<file path="config.mk">
export PLATFORM = sky130hd
export DESIGN_NAME = pmaResetSeq
export DESIGN_NICKNAME = d
export VERILOG_FILES = /design/src/rtl/pmaRstPkg.sv /design/src/rtl/pmaRstDatapath.sv /design/src/rtl/pmaRstControl.sv /design/src/rtl/pmaResetSeq.sv
export SDC_FILE = /design/constraint.sdc
export NUM_CORES = 1
export LEC_CHECK = 0
export ABC_CLOCK_PERIOD_IN_PS = 3500
export BUFFER_PORTS_ARGS = -buffer_cell sky130_fd_sc_hd__buf_4
export CAP_MARGIN = 20
export CORE_UTILIZATION = 50
export CTS_BUF_LIST = sky130_fd_sc_hd__clkbuf_4
export DETAILED_ROUTE_END_ITERATION = 10
export HOLD_SLACK_MARGIN = 0.06
export PLACE_DENSITY = 0.78
export SLEW_MARGIN = 0
export SYNTH_ARGS = -nofsm -noshare
export SYNTH_HDL_FRONTEND = slang
export SYNTH_SLANG_ARGS = --single-unit
</file>
<file path="constraint.sdc">
create_clock -name clk -period 3.5 [get_ports clk]
set_clock_uncertainty 0.05 [all_clocks]
set_input_delay 0.7 -clock clk [delete_from_list [all_inputs] [get_ports clk]]
set_output_delay 0.7 -clock clk [all_outputs]
set_load 0.005 [all_outputs]
</file>
<file path="src/rtl/pmaRstPkg.sv">
package pmaRstPkg;

  // which register a bus transfer addresses
  typedef enum logic [1:0] {
    TGT_SEQ    = 2'd0,
    TGT_POLL   = 2'd1,
    TGT_RESULT = 2'd2,
    TGT_RELOAD = 2'd3
  } target_e;

  typedef enum logic [2:0] {
    ST_IDLE,
    ST_SEQ,
    ST_POLL,
    ST_RESULT,
    ST_RLREAD,
    ST_RLWRITE,
    ST_END
  } state_e;

  // control-to-datapath strobes
  typedef struct packed {
    logic    launch;
    logic    isRead;
    target_e target;
    logic [1:0] seqIdx;
    logic    clrFlags;
    logic    setErr;
    logic    setTimeout;
    logic    clrPoll;
    logic    incPoll;
  } strobes_t;

endpackage

</file>
<file path="src/rtl/pmaRstDatapath.sv">
module pmaRstDatapath
  import pmaRstPkg::*;
#(
  parameter int ADDR_W = 12,
  parameter int DATA_W = 32,
  parameter int POLL_W = 16,
  parameter logic [ADDR_W-1:0] SEQ_BASE    = 'h200,
  parameter logic [ADDR_W-1:0] POLL_ADDR   = 'h207,
  parameter logic [ADDR_W-1:0] RESULT_ADDR = 'h204,
  parameter logic [ADDR_W-1:0] RELOAD_ADDR = 'h091,
  parameter logic [7:0] ARM_CODE = 8'h81,
  parameter int DONE_BIT   = 7,
  parameter int FAIL_BIT   = 0,
  parameter int RELOAD_BIT = 0
) (
  input  logic              clk,
  input  logic              rst,
  input  strobes_t          stb,
  input  logic [POLL_W-1:0] pollLimit,
  output logic [ADDR_W-1:0] avAddress,
  output logic              avWrite,
  output logic [DATA_W-1:0] avWriteData,
  output logic              avRead,
  input  logic [DATA_W-1:0] avReadData,
  input  logic              avReadDataValid,
  input  logic              avWaitRequest,
  output logic              xferDone,
  output logic              doneBit,
  output logic              failBit,
  output logic              pollExpired,
  output logic              error,
  output logic              timeout
);

  localparam logic [DATA_W-1:0] RELOAD_MASK = DATA_W'(1) << RELOAD_BIT;
  localparam logic [POLL_W-1:0] POLL_MAX    = '1;

  logic [DATA_W-1:0] rdData;
  logic              rdPending;
  logic [POLL_W-1:0] pollCnt;
  logic [ADDR_W-1:0] nextAddr;
  logic [DATA_W-1:0] nextData;

  // byte written at each step of the arming chain
  function automatic logic [DATA_W-1:0] seqByte(input logic [1:0] idx);
    return (idx == 2'd3) ? DATA_W'(ARM_CODE) : '0;
  endfunction

  always_comb begin
    nextAddr = POLL_ADDR;
    nextData = '0;
    case (stb.target)
      TGT_SEQ: begin
        nextAddr = SEQ_BASE + ADDR_W'(stb.seqIdx);
        nextData = seqByte(stb.seqIdx);
      end
      TGT_POLL:   nextAddr = POLL_ADDR;
      TGT_RESULT: nextAddr = RESULT_ADDR;
      TGT_RELOAD: begin
        nextAddr = RELOAD_ADDR;
        nextData = rdData | RELOAD_MASK;
      end
      default: ;
    endcase
  end

  // bus request engine: one transfer outstanding at a time
  always_ff @(posedge clk) begin
    if (rst) begin
      avAddress   <= '0;
      avWriteData <= '0;
      avWrite     <= 1'b0;
      avRead      <= 1'b0;
      rdPending   <= 1'b0;
      rdData      <= '0;
      xferDone    <= 1'b0;
    end else begin
      xferDone <= 1'b0;
      if (stb.launch) begin
        avAddress   <= nextAddr;
        avWriteData <= nextData;
        avWrite     <= !stb.isRead;
        avRead      <= stb.isRead;
      end else if ((avWrite || avRead) && !avWaitRequest) begin
        avWrite   <= 1'b0;
        avRead    <= 1'b0;
        rdPending <= avRead;
        if (avWrite) xferDone <= 1'b1;
      end
      if (rdPending && avReadDataValid) begin
        rdData    <= avReadData;
        rdPending <= 1'b0;
        xferDone  <= 1'b1;
      end
    end
  end

  always_ff @(posedge clk) begin
    if (rst) begin
      pollCnt <= '0;
      error   <= 1'b0;
      timeout <= 1'b0;
    end else begin
      if (stb.clrPoll) pollCnt <= '0;
      else if (stb.incPoll && pollCnt != POLL_MAX) pollCnt <= pollCnt + 1'b1;
      if (stb.clrFlags) begin
        error   <= 1'b0;
        timeout <= 1'b0;
      end
      if (stb.setErr)     error   <= 1'b1;
      if (stb.setTimeout) timeout <= 1'b1;
    end
  end

  assign doneBit     = rdData[DONE_BIT];
  assign failBit     = rdData[FAIL_BIT];
  assign pollExpired = (pollCnt >= pollLimit);

  // a stalled request holds address, data and direction
  a_r5_hold_stalled: assert property (@(posedge clk) disable iff (rst)
    (avWrite || avRead) && avWaitRequest |=>
      $stable(avAddress) && $stable(avWriteData) && $stable(avWrite) && $stable(avRead));

  // never read and write together
  a_r10_no_overlap: assert property (@(posedge clk) disable iff (rst)
    !(avRead && avWrite));

  // no request while a read response is pending
  a_r10_single_outstanding: assert property (@(posedge clk) disable iff (rst)
    rdPending |-> !avRead && !avWrite);

  // timeout always comes with error
  a_r6_timeout_err: assert property (@(posedge clk) disable iff (rst)
    timeout |-> error);

endmodule

</file>
<file path="src/rtl/pmaRstControl.sv">
module pmaRstControl
  import pmaRstPkg::*;
(
  input  logic     clk,
  input  logic     rst,
  input  logic     start,
  input  logic     reloadEn,
  input  logic     xferDone,
  input  logic     doneBit,
  input  logic     failBit,
  input  logic     pollExpired,
  output strobes_t stb,
  output logic     busy,
  output logic     done
);

  state_e     state, stateNext;
  logic [1:0] seqIdx;
  logic       reloadArmed;

  always_comb begin
    stb       = '0;
    stateNext = state;
    case (state)
      ST_IDLE: if (start) begin
        stb.clrFlags = 1'b1;
        stb.clrPoll  = 1'b1;
        stb.launch   = 1'b1;
        stb.target   = TGT_SEQ;
        stb.seqIdx   = 2'd0;
        stateNext    = ST_SEQ;
      end
      ST_SEQ: if (xferDone) begin
        stb.launch = 1'b1;
        if (seqIdx == 2'd3) begin
          stb.isRead  = 1'b1;
          stb.target  = TGT_POLL;
          stb.incPoll = 1'b1;
          stateNext   = ST_POLL;
        end else begin
          stb.target = TGT_SEQ;
          stb.seqIdx = seqIdx + 2'd1;
        end
      end
      ST_POLL: if (xferDone) begin
        if (doneBit) begin
          stb.launch = 1'b1;
          stb.isRead = 1'b1;
          stb.target = TGT_RESULT;
          stateNext  = ST_RESULT;
        end else if (pollExpired) begin
          stb.setErr     = 1'b1;
          stb.setTimeout = 1'b1;
          stateNext      = ST_END;
        end else begin
          stb.launch  = 1'b1;
          stb.isRead  = 1'b1;
          stb.target  = TGT_POLL;
          stb.incPoll = 1'b1;
        end
      end
      ST_RESULT: if (xferDone) begin
        if (failBit) begin
          stb.setErr = 1'b1;
          stateNext  = ST_END;
        end else if (reloadArmed) begin
          stb.launch = 1'b1;
          stb.isRead = 1'b1;
          stb.target = TGT_RELOAD;
          stateNext  = ST_RLREAD;
        end else begin
          stateNext = ST_END;
        end
      end
      ST_RLREAD: if (xferDone) begin
        stb.launch = 1'b1;
        stb.target = TGT_RELOAD;
        stateNext  = ST_RLWRITE;
      end
      ST_RLWRITE: if (xferDone) stateNext = ST_END;
      ST_END:     stateNext = ST_IDLE;
      default:    stateNext = ST_IDLE;
    endcase
  end

  always_ff @(posedge clk) begin
    if (rst) begin
      state       <= ST_IDLE;
      seqIdx      <= 2'd0;
      reloadArmed <= 1'b0;
    end else begin
      state <= stateNext;
      if (state == ST_IDLE && start) begin
        seqIdx      <= 2'd0;
        reloadArmed <= reloadEn;
      end else if (state == ST_SEQ && xferDone) begin
        seqIdx <= seqIdx + 2'd1;
      end
    end
  end

  assign busy = (state != ST_IDLE);
  assign done = (state == ST_END);

  // done lasts one cycle and the block is idle afterwards
  a_r8_done_pulse: assert property (@(posedge clk) disable iff (rst)
    done |=> !done && !busy);

  // busy only rises after a start
  a_r7_busy_needs_start: assert property (@(posedge clk) disable iff (rst)
    $rose(busy) |-> $past(start));

endmodule

</file>
<file path="src/rtl/pmaResetSeq.sv">
module pmaResetSeq
  import pmaRstPkg::*;
#(
  parameter int ADDR_W = 12,
  parameter int DATA_W = 32,
  parameter int POLL_W = 16,
  parameter logic [ADDR_W-1:0] SEQ_BASE    = 'h200,
  parameter logic [ADDR_W-1:0] POLL_ADDR   = 'h207,
  parameter logic [ADDR_W-1:0] RESULT_ADDR = 'h204,
  parameter logic [ADDR_W-1:0] RELOAD_ADDR = 'h091,
  parameter logic [7:0] ARM_CODE = 8'h81,
  parameter int DONE_BIT   = 7,
  parameter int FAIL_BIT   = 0,
  parameter int RELOAD_BIT = 0
) (
  input  logic              clk,
  input  logic              rst,
  input  logic              start,
  input  logic              reloadEn,
  input  logic [POLL_W-1:0] pollLimit,
  output logic              busy,
  output logic              done,
  output logic              error,
  output logic              timeout,
  output logic [ADDR_W-1:0] avAddress,
  output logic              avWrite,
  output logic [DATA_W-1:0] avWriteData,
  output logic              avRead,
  input  logic [DATA_W-1:0] avReadData,
  input  logic              avReadDataValid,
  input  logic              avWaitRequest
);

  strobes_t stb;
  logic xferDone, doneBit, failBit, pollExpired;

  pmaRstControl uCtrl (
    .clk(clk), .rst(rst), .start(start), .reloadEn(reloadEn),
    .xferDone(xferDone), .doneBit(doneBit), .failBit(failBit),
    .pollExpired(pollExpired), .stb(stb), .busy(busy), .done(done)
  );

  pmaRstDatapath #(
    .ADDR_W(ADDR_W), .DATA_W(DATA_W), .POLL_W(POLL_W),
    .SEQ_BASE(SEQ_BASE), .POLL_ADDR(POLL_ADDR), .RESULT_ADDR(RESULT_ADDR),
    .RELOAD_ADDR(RELOAD_ADDR), .ARM_CODE(ARM_CODE), .DONE_BIT(DONE_BIT),
    .FAIL_BIT(FAIL_BIT), .RELOAD_BIT(RELOAD_BIT)
  ) uData (
    .clk(clk), .rst(rst), .stb(stb), .pollLimit(pollLimit),
    .avAddress(avAddress), .avWrite(avWrite), .avWriteData(avWriteData),
    .avRead(avRead), .avReadData(avReadData), .avReadDataValid(avReadDataValid),
    .avWaitRequest(avWaitRequest), .xferDone(xferDone), .doneBit(doneBit),
    .failBit(failBit), .pollExpired(pollExpired), .error(error), .timeout(timeout)
  );

endmodule

</file>
Word level (Yosys, flattened, before mapping):

Cells that the tools add are included.

* register bits after elaboration: 104
* input port bits: 54
* output and inout port bits: 50
* word-level logic and storage cells: 114

* $add $sub $neg: 3
* $lt $le $gt $ge: 1
* equal/unequal tests: 20
* mux-type cells: 57
* bitwise gates (word level): 1
* reduce and logical (&&, ||, !) cells: 19

Operators by type and width (count)
* one-hot mux 32 bit (2 select lines): 1
* one-hot mux 12 bit (4 select lines): 1
* two-way mux 3 bit: 9
* two-way mux 1 bit: 24
* two-way mux 4 bit: 6
* one-hot mux 3 bit (6 select lines): 1
* adder 16 x 1 -> 16 bit, second input constant: 1
* greater-or-equal comparator 16 bit: 1
* inequality test 16 bit, second input constant: 1
* two-way mux 2 bit: 7
* inequality test 2 x 1 -> 1 bit, second input constant: 6
* adder 10 x 2 -> 11 bit, first input constant: 1
* one-hot mux 2 bit (5 select lines): 1
* equality test 3 bit, second input constant: 3
* equality test 2 bit, second input constant: 4
* two-way mux 8 bit: 1
* AND reduction 8 bit: 1
* equality test 3 x 2 -> 1 bit, second input constant: 2
* two-way mux 6 bit: 1
* nonzero test 2 bit: 3
* OR reduction 2 bit: 3
* logical AND 1 bit: 5
* one-hot mux 1 bit (5 select lines): 1
* one-hot mux 1 bit (2 select lines): 2
* other kinds (14): 15

Longest topological paths before layout:

* depth in word-level cells: 7
* mapped depth: 13
* depth with buffers taken out: 13

Hierarchy:

A second synthesis with hierarchy kept.

* cell total of the unflattened synthesis: 567
* area, all modules: 4506.8 µm²

By module, submodules not included
* pmaRstDatapath: instances 1, cells an instance 495, area an instance 3973.8 µm²
* pmaRstControl: instances 1, cells an instance 72, area an instance 533.0 µm²

Worst setup path before layout:

Ideal clock, no wire load.

* kind: input port to flip-flop
* from: input pollLimit[1]
* to: register uData.avWriteData[1]
* library setup time: 0.070 ns
* arrival time: 2.949 ns
* setup slack: 0.431 ns
* stages: 13
* path through: inv_1 -> ha_1 -> nor2b_1 -> o211a_1 -> o31ai_2 -> nand3_1 -> o21ai_0 -> a21o_1 -> ha_1 -> clkbuf_1 -> clkbuf_1 -> nand3_1 -> a21oi_1

* cells in the longest elaborated chain, start to end: 7
* elaborated cells on any way between the ends: 9
* those cells by class: order compare (1); eq/ne (1); mux (6); reduce/logical (1)

Ends and longest elaborated chain
* start: declaration: line pmaResetSeq.sv:20 `input logic [POLL_W-1:0] pollLimit,`
* greater-or-equal comparator 16 bit *: line pmaRstDatapath.sv:117 `assign pollExpired = (pollCnt >= pollLimit);`
* two-way mux 4 bit *: line pmaRstControl.sv:51 `end else if (pollExpired) begin`
* two-way mux 4 bit *: line pmaRstControl.sv:46 `if (doneBit) begin`
* two-way mux 4 bit *: line pmaRstControl.sv:45 `ST_POLL: if (xferDone) begin`
* one-hot mux 2 bit (5 select lines): line pmaRstControl.sv:24 `case (state)`
* equality test 2 bit / logical NOT 2 bit (equally long branches): line pmaRstDatapath.sv:52 `case (stb.target)`
* one-hot mux 32 bit (2 select lines): line pmaRstDatapath.sv:52
* end signal: assignment: line pmaRstDatapath.sv:81 `avWriteData <= nextData;`
* end: declaration: line pmaRstDatapath.sv:22 `output logic [DATA_W-1:0] avWriteData,`

Every way passes the cells marked *; elsewhere a longest branch is shown, timed or not.
A chain may end at the register's enable or synchronous reset.

Worst setup path in the final report:

* from: register uData.pollCnt[1]
* to: register uData.avWriteData[17]

* cells in the longest elaborated chain, start to end: 7
* elaborated cells on any way between the ends: 9
* those cells by class: order compare (1); eq/ne (1); mux (6); reduce/logical (1)

Ends and longest elaborated chain
* start: declaration: line pmaRstDatapath.sv:40 `logic [POLL_W-1:0] pollCnt;`
* start signal: assignment: line pmaRstDatapath.sv:105 `else if (stb.incPoll && pollCnt != POLL_MAX) pollCnt <= pollCnt + 1'b1;`
* greater-or-equal comparator 16 bit *: line pmaRstDatapath.sv:117
* two-way mux 4 bit *: line pmaRstControl.sv:51
* two-way mux 4 bit *: line pmaRstControl.sv:46
* two-way mux 4 bit *: line pmaRstControl.sv:45
* one-hot mux 2 bit (5 select lines): line pmaRstControl.sv:24
* equality test 2 bit / logical NOT 2 bit (equally long branches): line pmaRstDatapath.sv:52
* one-hot mux 32 bit (2 select lines): line pmaRstDatapath.sv:52

Marks and branches as above.

==> flow_metrics.env <==
export IMPL_status="finished clean"
export IMPL_critPathBufInv=1
export IMPL_critPathMaxStageDelay_ns=0.57
export IMPL_synth_cell_area_sq_um=4520
export IMPL_p_sw_share_pct=27.2
export IMPL_clk_pin_slew_ns=0.16
export IMPL_critPathSlowestCell="o31ai_2"
export IMPL_path_cells="ha_1, nor2b_1, o211a_1, o31ai_2, nand3_1, o21ai_0, a21o_1, ha_1, buf_4, nand3_1, a21oi_1"
export IMPL_clkSinkCount=97
export IMPL_cts_max_level=3
export IMPL_synth_edf_count=0
export IMPL_p_leak_uw=0.00217
export IMPL_start_kind="flip-flop"
export IMPL_slew_viol_final=0
export IMPL_hp_class="flip-flop to flip-flop"
export IMPL_crit_family="compound AO/OA/AOI/OAI gates"
export IMPL_synth_cells=579
export IMPL_stdcell_area_sq_um=5480
export IMPL_fin_util_pct=62.8
export IMPL_hold_viol_final=0
export IMPL_grt_first_pass_wirelength_mm=18.3
export IMPL_vias=4332
export IMPL_grt_max_degree=65
export IMPL_rsz0062_at_grt="no"
export IMPL_syn_avg_cell_area_sq_um=7.80
export IMPL_clock_fmax_ghz=0.327
export IMPL_viasPerCell=5.62
export IMPL_die_h_um=97.0
export IMPL_finalPower_uw=1980
export IMPL_synth_ff_type="dfxtp_1"
export IMPL_core_sq_um=8720
export IMPL_ioPinCount=104
export IMPL_clk_insertion_delay_late_ns=0.45
export IMPL_holdBufCountCts=0
export IMPL_ir_drop_mv=0.254
export IMPL_ys_top_cells_by_area="dfxtp_1 43%, a21oi_1 10%, nand2_1 9.9%, ha_1 6.1%, nand3_1 5.0%"
export IMPL_hpwl_mm=7.73
export IMPL_cts_made_buffers=9
export IMPL_yosysTopAreaCell="dfxtp_1"
export IMPL_setup_ws_ns=0.440
export IMPL_gr_total_overflow=0
export IMPL_p_clk_share_pct=31.9
export IMPL_powerDensity_nw_per_um2=361
export IMPL_cts_root_buf="clkbuf_4"
export IMPL_yosysTopAreaCellShare_pct=43.0
export IMPL_multi_input_area_sq_um=2320
export IMPL_worst_pin_slew_ns=0.666
export IMPL_critPathKind="flip-flop to flip-flop"
export IMPL_fillers=786
export IMPL_end_kind="flip-flop"
export IMPL_comb_power_share_pct=10.7
export IMPL_cts_repair_resize_count=0
export IMPL_place_area_sq_um=5300
export IMPL_period_minus_slack_ns=3.06
export IMPL_slew_limit_headroom_pct=55.4
export IMPL_worstPathArrival_ns=3.38
export IMPL_synthTopCellsByCount="119 x nand2_1, 97 x dfxtp_1, 94 x a21oi_1"
export IMPL_first_pass_iters=5
export IMPL_area_growth_pct=21.3
export IMPL_routedWlPerCell_um=14.2
export IMPL_antenna_found_initial=0
export IMPL_dp_worst_setup_slack_ns=0.0771
export IMPL_port_buffers=97
export IMPL_yosysMostFrequentCell="nand2_1"
export IMPL_setup_tns_ns=0
export IMPL_yosysWarnings=0
export IMPL_final_nets=734
export IMPL_p_seq_share_pct=57.3
export IMPL_gp_congestion=0.889
export IMPL_grtUsageTotal_pct=23.4
export IMPL_crit_required_ns=3.82
export IMPL_cts_tree="done"
export IMPL_diodes=0
export IMPL_synth_seq_cells=97
export IMPL_internal_power_uw=1440
export IMPL_initial_core_util_pct=51.8
export IMPL_post_cts_buffers=0
export IMPL_num_rows=34
export IMPL_synthDistinctLibCells=53
export IMPL_seq_area_frac_synth_pct=43.0
export IMPL_grt_pass1_vias=4066
export IMPL_drc=0
export IMPL_cap_viol_max_count=0
export IMPL_drive_above_1_share_pct=20.1
export IMPL_switchingPower_uw=539
export IMPL_drt_wl_total_mm=10.9
export IMPL_drt_initial_drc_count=164
export IMPL_regArea_sq_um=1940
export IMPL_setup_viol=0
export IMPL_cts_buffer_depth=2
export IMPL_die_area_sq_um=9410
export IMPL_crit_fanout=19
export IMPL_drtAntennaViolNets=0
export IMPL_finalCritPeriodShare_pct=87.4
export IMPL_die_w_um=97.0
export IMPL_async_flop_share_pct=0
[power groups by stage]
stage	registers, uW	clock network (uW)	logic (uW)
2_1_floorplan	1150	0	130
3_3_place_gp	1160	0	207
3_5_place_dp	1160	0	212
4_1_cts	1130	646	213
5_1_grt	1140	688	234
6_report	1130	632	213
[worst reg2reg max path, cell delays in order, from the launching register on]
cell,delay [ns]
dfxtp_1,0.43
ha_1,0.27
nor2b_1,0.13
o211a_1,0.21
o31ai_2,0.57
nand3_1,0.18
o21ai_0,0.15
a21o_1,0.20
ha_1,0.23
buf_4,0.26
nand3_1,0.14
a21oi_1,0.17
[state kept, by name, indices dropped and copies added (netlist names)]
register,cells
uCtrl.reloadArmed,1
uCtrl.seqIdx,2
uCtrl.state,3
uData.avAddress,5
uData.avRead,1
uData.avWrite,1
uData.avWriteData,32
uData.error,1
uData.pollCnt,16
uData.rdData,32
uData.rdPending,1
uData.timeout,1
uData.xferDone,1
[final timing paths]
kind                         start                    end  slack (ns)  cells past startpoint
max               uData.pollCnt[1]  uData.avWriteData[17]        0.44                     11
min          uData.avWriteData[31]  uData.avWriteData[31]        0.41                      2
max reg2reg       uData.pollCnt[1]  uData.avWriteData[17]        0.44                     11
min reg2reg  uData.avWriteData[31]  uData.avWriteData[31]        0.41                      2
[logic make-up after synthesis]
| kind of cell | Yosys count | share of synthesized area (%) |
|---|---|---|
| compound gates | 141 | 17.8 |
| xor+xnor | 1 | 0.194 |
| fa+ha+maj | 22 | 6.10 |
| buf+inv | 69 | 6.57 |
| flops | 97 | 43.0 |
| mux | 5 | 1.11 |
| other cells | 1 | 0.0830 |
| simple gates | 243 | 25.1 |
[cell usage in the layout (no fill, tap or decap), types with 2 or more instances in the layout]
cell type,instances
o211ai_1,2
nor4_1,4
nand2_1,119
o211a_1,2
nand4_1,5
o21ai_0,7
a31oi_1,2
buf_4,106
or3_1,11
clkbuf_4,9
nand3_1,45
a21o_1,2
nor2_1,21
and3_1,3
nor2b_1,5
conb_1,6
and2_1,3
o41ai_1,2
o31ai_1,3
nor3_1,8
a21oi_1,94
mux2i_1,5
dfxtp_1,97
a211oi_1,4
inv_1,23
nand4b_1,2
ha_1,22
nand2b_1,4
inv_6,3
nand3b_1,3
or4_1,4
o21ai_1,9
[cell type report]
cell class | instances | area share, %
Multi-Input combinational cell | 418 | 42.3
Sequential cell | 97 | 35.4
Timing Repair Buffer | 108 | 15.4
Tap cell | 108 | 2.47
Inverter | 24 | 1.64
Clock inverter | 7 | 1.53
Clock buffer | 9 | 1.23
[per-stage QoR]
stage          cells  hold slack [ns]
2_1_floorplan    584            0.382
3_3_place_gp     754            0.393
3_5_place_dp     754            0.395
4_1_cts          770            0.398
5_1_grt          771            0.403
6_report         771            0.413
[per-layer routing]
layer	up-vias	GRT usage (%)	wire (um)
met1	2027	29.3	4610
met2	137	40.4	5460
met4	0	8.50	140
met3	13	3.97	721
li1	2155	-	-
met5	-	0	0
No activity file was read; power rests on OpenSTA's default activity.
